File: config.mk
export PLATFORM = sky130hd
export DESIGN_NAME = ep_in_bank_mgr
export DESIGN_NICKNAME = d
export VERILOG_FILES = /design/src/rtl/ep_bank_pkg.sv /design/src/rtl/ep_bank_ctrl.sv /design/src/rtl/ep_bank_dp.sv /design/src/rtl/ep_in_bank_mgr.sv
export SDC_FILE = /design/constraint.sdc
export NUM_CORES = 1
export LEC_CHECK = 0
export ABC_AREA = 1
export CORE_AREA = 3 3 40 42
export CTS_CLUSTER_DIAMETER = 30
export CTS_CLUSTER_SIZE = 12
export DETAILED_ROUTE_END_ITERATION = 10
export DIE_AREA = 0 0 43 45
export PLACE_DENSITY_LB_ADDON = 0.25
export SYNTH_ARGS = -nofsm -noshare
export SYNTH_HDL_FRONTEND = slang
export SYNTH_SLANG_ARGS = --single-unit
File: constraint.sdc
create_clock -name clk -period 1.23 [get_ports clk]
set_clock_uncertainty 0.05 [all_clocks]
set_input_delay 0.3075 -clock clk [delete_from_list [all_inputs] [get_ports clk]]
set_output_delay 0.3075 -clock clk [all_outputs]
set_load 0.02 [all_outputs]
File: src/rtl/ep_bank_pkg.sv
package ep_bank_pkg;

  // Strobes from control to datapath, one cycle each
  typedef struct packed {
    logic doCommit;   // take a new bank into the ring
    logic startRead;  // open host read on oldest bank
    logic finishRead; // release oldest bank
    logic killHit;    // retract newest bank
    logic setUnder;   // raise isochronous underflow
  } bankCtl_t;

endpackage

File: src/rtl/ep_bank_ctrl.sv
module ep_bank_ctrl
  import ep_bank_pkg::*;
#(
  parameter int NUM_BANKS   = 2,
  parameter int KILL_CYCLES = 2,
  localparam int CNT_W      = $clog2(NUM_BANKS + 1)
) (
  input  logic             clk,
  input  logic             rst,
  input  logic             isoMode,
  input  logic             commit,
  input  logic             readReq,
  input  logic             readDone,
  input  logic             killCmd,
  input  logic [CNT_W-1:0] busyCount,
  input  logic             readActive,
  output bankCtl_t         ctl,
  output logic             killBusy
);

  localparam int TMR_W = $clog2(KILL_CYCLES + 1);

  logic [TMR_W-1:0] killTmr;
  logic             ringEmpty;
  logic             ringFull;
  logic             singleBusy;
  logic             killAccept;

  assign ringEmpty  = (busyCount == '0);
  assign ringFull   = (busyCount == CNT_W'(NUM_BANKS));
  assign singleBusy = (busyCount == CNT_W'(1));

  // Commit outranks a kill in the same cycle; a running kill blocks a new one
  assign killAccept = killCmd && !killBusy && !commit;

  always_comb begin
    ctl            = '0;
    ctl.doCommit   = commit && !ringFull;
    ctl.startRead  = readReq && !readActive && !ringEmpty;
    ctl.finishRead = readDone && readActive;
    // Newest bank equals the one being read when only one is busy: read wins
    ctl.killHit    = killAccept && !ringEmpty &&
                     !(singleBusy && (readActive || ctl.startRead));
    ctl.setUnder   = readReq && !readActive && ringEmpty && isoMode;
  end

  always_ff @(posedge clk) begin
    if (rst) begin
      killTmr <= '0;
    end else if (killAccept) begin
      killTmr <= TMR_W'(KILL_CYCLES);
    end else if (killTmr != '0) begin
      killTmr <= killTmr - 1'b1;
    end
  end

  assign killBusy = (killTmr != '0);

endmodule

File: src/rtl/ep_bank_dp.sv
module ep_bank_dp
  import ep_bank_pkg::*;
#(
  parameter int NUM_BANKS = 2,
  localparam int CNT_W    = $clog2(NUM_BANKS + 1),
  localparam int PTR_W    = (NUM_BANKS > 1) ? $clog2(NUM_BANKS) : 1
) (
  input  logic             clk,
  input  logic             rst,
  input  bankCtl_t         ctl,
  input  logic             clrUnder,
  output logic [CNT_W-1:0] busyCount,
  output logic [PTR_W-1:0] fillBank,
  output logic [PTR_W-1:0] drainBank,
  output logic             readActive,
  output logic             underflowFlag,
  output logic             txReady
);

  localparam logic [PTR_W-1:0] LAST_IDX = PTR_W'(NUM_BANKS - 1);

  function automatic logic [PTR_W-1:0] ptrNext(input logic [PTR_W-1:0] p);
    return (p == LAST_IDX) ? '0 : p + 1'b1;
  endfunction

  function automatic logic [PTR_W-1:0] ptrPrev(input logic [PTR_W-1:0] p);
    return (p == '0) ? LAST_IDX : p - 1'b1;
  endfunction

  logic [CNT_W-1:0] cntNext;

  always_comb begin
    cntNext = busyCount;
    if (ctl.doCommit)   cntNext = cntNext + 1'b1;
    if (ctl.finishRead) cntNext = cntNext - 1'b1;
    if (ctl.killHit)    cntNext = cntNext - 1'b1;
  end

  always_ff @(posedge clk) begin
    if (rst) begin
      busyCount     <= '0;
      fillBank      <= '0;
      drainBank     <= '0;
      readActive    <= 1'b0;
      underflowFlag <= 1'b0;
    end else begin
      busyCount <= cntNext;
      if (ctl.doCommit)      fillBank <= ptrNext(fillBank);
      else if (ctl.killHit)  fillBank <= ptrPrev(fillBank);
      if (ctl.finishRead)    drainBank <= ptrNext(drainBank);
      if (ctl.startRead)       readActive <= 1'b1;
      else if (ctl.finishRead) readActive <= 1'b0;
      if (ctl.setUnder)      underflowFlag <= 1'b1;
      else if (clrUnder)     underflowFlag <= 1'b0;
    end
  end

  assign txReady = (busyCount != CNT_W'(NUM_BANKS));

endmodule

File: src/rtl/ep_in_bank_mgr.sv
module ep_in_bank_mgr
  import ep_bank_pkg::*;
#(
  parameter int NUM_BANKS   = 2,
  parameter int KILL_CYCLES = 2,
  localparam int CNT_W      = $clog2(NUM_BANKS + 1),
  localparam int PTR_W      = (NUM_BANKS > 1) ? $clog2(NUM_BANKS) : 1
) (
  input  logic             clk,
  input  logic             rst,
  input  logic             isoMode,
  input  logic             commit,
  input  logic             readReq,
  input  logic             readDone,
  input  logic             killCmd,
  input  logic             txIrqEn,
  input  logic             clrUnder,
  output logic [CNT_W-1:0] busyCount,
  output logic [PTR_W-1:0] fillBank,
  output logic [PTR_W-1:0] drainBank,
  output logic             readActive,
  output logic             killBusy,
  output logic             txReady,
  output logic             txIrq,
  output logic             underflowFlag
);

  bankCtl_t ctl;

  ep_bank_ctrl #(
    .NUM_BANKS  (NUM_BANKS),
    .KILL_CYCLES(KILL_CYCLES)
  ) u_ctrl (
    .clk       (clk),
    .rst       (rst),
    .isoMode   (isoMode),
    .commit    (commit),
    .readReq   (readReq),
    .readDone  (readDone),
    .killCmd   (killCmd),
    .busyCount (busyCount),
    .readActive(readActive),
    .ctl       (ctl),
    .killBusy  (killBusy)
  );

  ep_bank_dp #(
    .NUM_BANKS(NUM_BANKS)
  ) u_dp (
    .clk          (clk),
    .rst          (rst),
    .ctl          (ctl),
    .clrUnder     (clrUnder),
    .busyCount    (busyCount),
    .fillBank     (fillBank),
    .drainBank    (drainBank),
    .readActive   (readActive),
    .underflowFlag(underflowFlag),
    .txReady      (txReady)
  );

  assign txIrq = txReady && txIrqEn;

endmodule

==> results.sh, run 1 <==
export IMPL_top_usage_layer="met2"
export IMPL_fin_area_sq_um=904.6
export IMPL_ctsHoldBuffers=0
export IMPL_grt_pass1_wl_mm=2.118
export IMPL_worst_path_max_fanout=4
export IMPL_numClockSinks=8
export IMPL_synth_nets=76
export IMPL_drt_vias_per_instance=4.565
export IMPL_ys_seq_elements=8
export IMPL_hold_class="flip-flop to flip-flop"
export IMPL_placed_area_sq_um=829.5
export IMPL_ant_nets=0
export IMPL_post_cts_buffers=0
export IMPL_drc=0
export IMPL_finalPower_mw=1.261
export IMPL_irDropWorstVdd_mv=0.7081
export IMPL_slew_headroom_pct=84.19
export IMPL_antenna_found_initial=0
export IMPL_p_leak_nw=0.4315
export IMPL_violations="setup timing"
export IMPL_synth_seq_area_share_pct=33.68
export IMPL_run_status="finished with violations"
export IMPL_fmax_ghz=0.7209
export IMPL_setup_viol=7
export IMPL_r2r_end="u_dp.fillBank$_SDFFE_PP0P_"
export IMPL_setup_ws_ns=-0.1571
export IMPL_place_hpwl_um=971.7
export IMPL_dr_total_vias=525
export IMPL_slew_violations=0
export IMPL_die_y_um=45
export IMPL_hold_viol_final=0
export IMPL_holdPathEnd="u_dp.underflowFlag$_SDFFE_PP0P_"
export IMPL_cp_data_required_time_ns=1.33
export IMPL_yosysWarningCount=0
export IMPL_grt_pass1_vias=558
export IMPL_power_density_nw_per_um2=1394
export IMPL_gp_congestion=0.7275
export IMPL_core_region_area_sq_um=1285
export IMPL_hold_path_cell_count=2
export IMPL_drv_cap=0
export IMPL_met3_usage_pct=7.171
export IMPL_cts_buffers=3
export IMPL_ios=18
export IMPL_num_rows=13
export IMPL_start_util_pct=37.00
export IMPL_min_period_ns=1.387
export IMPL_clk_path_buf_depth=2
export IMPL_drtIter0Drc=2
export IMPL_nets=113
export IMPL_clk_pin_slew_ns=0.06
export IMPL_criticalPathCategory="flip-flop to flip-flop"
export IMPL_fin_tns_setup_ns=-0.7350
export IMPL_clockRootBuffer="clkbuf_4"
export IMPL_netlist_cell_type_count=18
export IMPL_cp_end_kind="flip-flop"
export IMPL_area_delta_synth_final_pct=90.26
export IMPL_start_kind="flip-flop"
export IMPL_worstReg2RegStart="u_dp.busyCount[0]$_SDFF_PP0_"
export IMPL_antenna_cells=0
export IMPL_grt_setup_unrepaired="yes"
export IMPL_final_cells=115
export IMPL_syn_area_per_cell_sq_um=7.429
export IMPL_rr_worst_depth=9
export IMPL_portBuffers=17
export IMPL_grt_util_met1_pct=15.12
export IMPL_cts_tree="done"
export IMPL_globalRouteMet2Util_pct=28.14
export IMPL_hold_slack_ns=0.4114
export IMPL_drive_gt1_share_pct=58.00
export IMPL_synthCells=64
export IMPL_htreeDepth=1
export IMPL_mostFrequentLayoutCell="buf_4"
export IMPL_wirelength_mm=1.359
export IMPL_die_area_sq_um=1935
export IMPL_finalCritPeriodShare_pct=112.8
export IMPL_r2r_slack_ns=-0.16
export IMPL_grt_use_total_pct=15.05
export IMPL_layout_common_cells="13 x buf_4, 8 x nand2_1, 7 x buf_6"
export IMPL_clk_latency_ns=0.25
export IMPL_drt_first_pass_iters=4
export IMPL_hp_start="u_dp.underflowFlag$_SDFFE_PP0P_"
export IMPL_worstMarginPinSlew_ns=0.2355
export IMPL_wl_per_cell_um=11.82
export IMPL_grt_max_degree=7
export IMPL_syn_area_sq_um=475.5
export IMPL_fp_dieW_um=43
export IMPL_grt_overflow=0
export IMPL_dp_cells=111
export IMPL_cp_arrival_ns=1.48
## cell type report
type,count,area [sq um]
Fill cell,116,380.4
Multi-Input combinational cell,44,350.3
Timing Repair Buffer,32,284.0
Sequential cell,8,170.2
Inverter,12,55.05
Clock buffer,4,26.28
Tap cell,15,18.77
## registers in the layout, indices dropped and copies added (netlist names)
name / count
u_dp.drainBank: 1
u_dp.readActive: 1
u_dp.fillBank: 1
u_dp.busyCount: 2
u_dp.underflowFlag: 1
u_ctrl.killTmr: 2
## stage by stage
step | utilization [%] | worst slack [ns]
2_1_floorplan | - | -0.06024
3_3_place_gp | 64.56 | -0.5914
3_5_place_dp | 64.56 | -0.6471
4_1_cts | 70.01 | -0.1652
5_1_grt | 70.40 | -0.2568
6_report | 70.40 | -0.1571
## kinds of logic (layout without fill, tap and decap cells)
group	Yosys count	after routing	synth area share, %
compound gates	9	9	10.79
xor+xnor	1	1	1.842
fa+ha+maj	3	3	7.896
buf+inv	12	48	9.475
flops	8	8	33.68
simple gates	31	31	36.31
## worst max path at each step
stage / start / to / slack, ns
floorplan: u_dp.busyCount[0]$_SDFF_PP0_ / u_dp.busyCount[1]$_SDFF_PP0_ / -0.06
global placement: txIrqEn / txIrq / -0.59
detailed placement: txIrqEn / txIrq / -0.65
CTS: u_dp.busyCount[0]$_SDFF_PP0_ / u_dp.fillBank$_SDFFE_PP0P_ / -0.17
global route: u_dp.busyCount[0]$_SDFF_PP0_ / u_dp.busyCount[1]$_SDFF_PP0_ / -0.26
finish: u_dp.busyCount[0]$_SDFF_PP0_ / u_dp.fillBank$_SDFFE_PP0P_ / -0.16
## power breakdown
part | leakage [nW] | total (mW) | switching (mW) | internal [mW]
combinational | 0.349 | 0.712 | 0.369 | 0.342
sequential | 0.0679 | 0.336 | 0.0294 | 0.306
clock | 0.0150 | 0.213 | 0.0892 | 0.124
## worst max-delay path, cell delays in order (launching register included)
cell and delay, ns:
dfxtp_4 0.35, inv_4 0.04, buf_4 0.14, ha_4 0.17, o21ai_2 0.12, nand2_2 0.09, nand2_4 0.09, nand2_1 0.05
o21ai_1 0.11, nor2_1 0.05
## cell usage after synthesis, drive strengths merged
library cell	count	area (sq um)
inv	12	45.05
nand4	1	6.260
o21ai	3	15.01
nor3	1	5.000
nand2	14	65.06
nand3	8	55.05
a21boi	1	7.510
ha	3	37.54
a21oi	5	28.78
nor2	7	41.29
xor2	1	8.760
dfxtp	8	160.2
## repair_timing
| item | 4_1_cts | 5_1_grt |
|---|---|---|
| gates resized for setup | 55 | 9 |
| pin swaps | 11 | 4 |
| setup endpoints to repair | 13 | 12 |
## layer usage
layer | vias up | share of wire (%) | wire (um)
met5 | - | 0 | 0
met4 | 0 | 0.29 | 4
met3 | 2 | 8.6 | 117
met2 | 15 | 51 | 697
met1 | 233 | 40 | 539
li1 | 275 | - | -
Power figures use the tool's default switching activity.
==> run 2, diff against run 1 <==
--- a/config.mk
+++ b/config.mk
@@ -12,6 +12,7 @@
 export DETAILED_ROUTE_END_ITERATION = 10
 export DIE_AREA = 0 0 43 45
 export PLACE_DENSITY_LB_ADDON = 0.25
+export SKIP_CTS_REPAIR_TIMING = 1
 export SYNTH_ARGS = -nofsm -noshare
 export SYNTH_HDL_FRONTEND = slang
 export SYNTH_SLANG_ARGS = --single-unit
==> results.sh, run 2 (same netlist as run 1, synthesis figures left out) <==
export IMPL_run_status="finished with violations"
export IMPL_violations="setup timing"
export IMPL_gp_congestion=0.7275
export IMPL_antenna_found_initial=0
export IMPL_grt_use_total_pct=14.21
export IMPL_start_kind="flip-flop"
export IMPL_drtIter0Drc=2
export IMPL_fp_dieW_um=43
export IMPL_place_hpwl_um=971.7
export IMPL_worstMarginPinSlew_ns=0.2771
export IMPL_grt_max_degree=7
export IMPL_drt_first_pass_iters=3
export IMPL_irDropWorstVdd_mv=0.7062
export IMPL_start_util_pct=37.00
export IMPL_fmax_ghz=0.6830
export IMPL_p_leak_nw=0.4969
export IMPL_drive_gt1_share_pct=57.00
export IMPL_cpPeakStageDelay_ns=0.36
export IMPL_n_fill_cell=100
export IMPL_nets=113
export IMPL_cp_cell_sequence="inv_4 -> ha_4 -> nor2_1 -> buf_2"
export IMPL_hold_class="flip-flop to flip-flop"
export IMPL_die_area_sq_um=1935
export IMPL_portBuffers=17
export IMPL_die_y_um=45
export IMPL_cts_buffers=3
export IMPL_drt_vias_per_instance=4.635
export IMPL_dr_total_vias=533
export IMPL_fin_area_sq_um=959.7
export IMPL_grt_overflow=0
export IMPL_numClockSinks=8
export IMPL_core_region_area_sq_um=1285
export IMPL_r2r_slack_ns=-0.18
export IMPL_drc=0
export IMPL_grt_pass1_vias=545
export IMPL_crit_family="flip-flops"
export IMPL_grt_setup_unrepaired="yes"
export IMPL_ios=18
export IMPL_hold_viol_final=0
export IMPL_rr_worst_depth=9
export IMPL_area_delta_synth_final_pct=101.8
export IMPL_hp_start="u_dp.underflowFlag$_SDFFE_PP0P_"
export IMPL_antenna_cells=0
export IMPL_slew_violations=0
export IMPL_finalCritPeriodShare_pct=119.0
export IMPL_cp_arrival_ns=1.11
export IMPL_wirelength_mm=1.376
export IMPL_htreeDepth=1
export IMPL_setup_ws_ns=-0.2341
export IMPL_holdPathEnd="u_dp.underflowFlag$_SDFFE_PP0P_"
export IMPL_dp_worst_setup_slack_ns=-0.6471
export IMPL_hold_path_cell_count=2
export IMPL_worstReg2RegStart="u_dp.busyCount[0]$_SDFF_PP0_"
export IMPL_mostFrequentLayoutCell="buf_4"
export IMPL_clk_pin_slew_ns=0.06
export IMPL_setup_viol=6
export IMPL_slew_headroom_pct=81.40
export IMPL_layout_common_cells="12 x buf_4, 7 x inv_1, 7 x clkdlybuf4s50_1, 7 x buf_6"
export IMPL_crit_buf_inv=2
export IMPL_wl_per_cell_um=11.97
export IMPL_power_density_nw_per_um2=1366
export IMPL_drv_cap=0
export IMPL_cts_tree="done"
export IMPL_grt_pass1_wl_mm=2.007
export IMPL_num_rows=13
export IMPL_criticalPathCategory="flip-flop to output port"
export IMPL_min_period_ns=1.464
export IMPL_clk_path_buf_depth=2
export IMPL_clockRootBuffer="clkbuf_4"
export IMPL_worst_path_max_fanout=2
export IMPL_clk_latency_ns=0.26
export IMPL_cp_data_required_time_ns=0.87
export IMPL_cp_end_kind="output port"
export IMPL_reg_top3="u_ctrl.killTmr x2, u_dp.busyCount x2"
export IMPL_slowest_stage="dfxtp_4"
export IMPL_r2r_end="u_dp.fillBank$_SDFFE_PP0P_"
export IMPL_startpoint="u_dp.busyCount[0]$_SDFF_PP0_"
export IMPL_placed_area_sq_um=829.5
export IMPL_ant_nets=0
-- run 2: stage by stage --
| step | hold WS, ns | cells | TNS, ns | total power, mW | utilization [%] |
|---|---|---|---|---|---|
| finish | 0.4082 | 115 | -0.9608 | 1.311 | 74.68 |
| detailed placement | 0.4067 | 111 | -3.012 | 0.9829 | 64.56 |
| global placement | 0.4005 | 111 | -2.845 | 0.9660 | 64.56 |
| CTS | 0.4138 | 115 | -4.462 | 1.202 | 66.60 |
| global route | 0.4471 | 115 | -1.376 | 1.407 | 74.68 |
| floorplan | 0.3108 | 64 | -0.1837 | 0.6978 | - |
-- run 2: how the worst max path moves through the flow --
stage	endpoint	slack (ns)	depth (start not counted)
finish	txIrq	-0.23	4
detailed placement	txIrq	-0.65	4
global placement	txIrq	-0.59	4
floorplan	u_dp.busyCount[1]$_SDFF_PP0_	-0.06	10
global route	txIrq	-0.28	4
CTS	txIrq	-0.69	4
-- run 2: layer usage --
metal / wire (um) / GRT usage [%] / share of wire [%]
met5: 0 / 0 / 0
met4: 40 / 3.614 / 2.9
met3: 123 / 7.171 / 8.9
met2: 688 / 25.15 / 50
met1: 523 / 15.12 / 38
-- run 2: worst reg2reg max path: stages (launching register included) --
cell	delay, ns
dfxtp_4	0.36
inv_4	0.04
buf_4	0.14
ha_4	0.17
o21ai_2	0.13
nand2_2	0.10
nand2_4	0.10
nand2_1	0.05
o21ai_1	0.11
nor2_1	0.05
-- run 2: cell type report --
| cell class | instances | area, sq um | area share [%] |
|---|---|---|---|
| multi-input combinational | 44 | 382.9 | 39.90 |
| inverter | 12 | 55.05 | 5.737 |
| clock buffer | 4 | 26.28 | 2.738 |
| tap | 15 | 18.77 | 1.956 |
| sequential | 8 | 170.2 | 17.73 |
| timing repair buffer | 32 | 306.5 | 31.94 |
-- run 2: power by group --
group,internal [mW],total [mW],switching (mW)
Clock,0.124,0.215,0.0905
Combinational,0.368,0.759,0.391
Sequential,0.306,0.337,0.0308
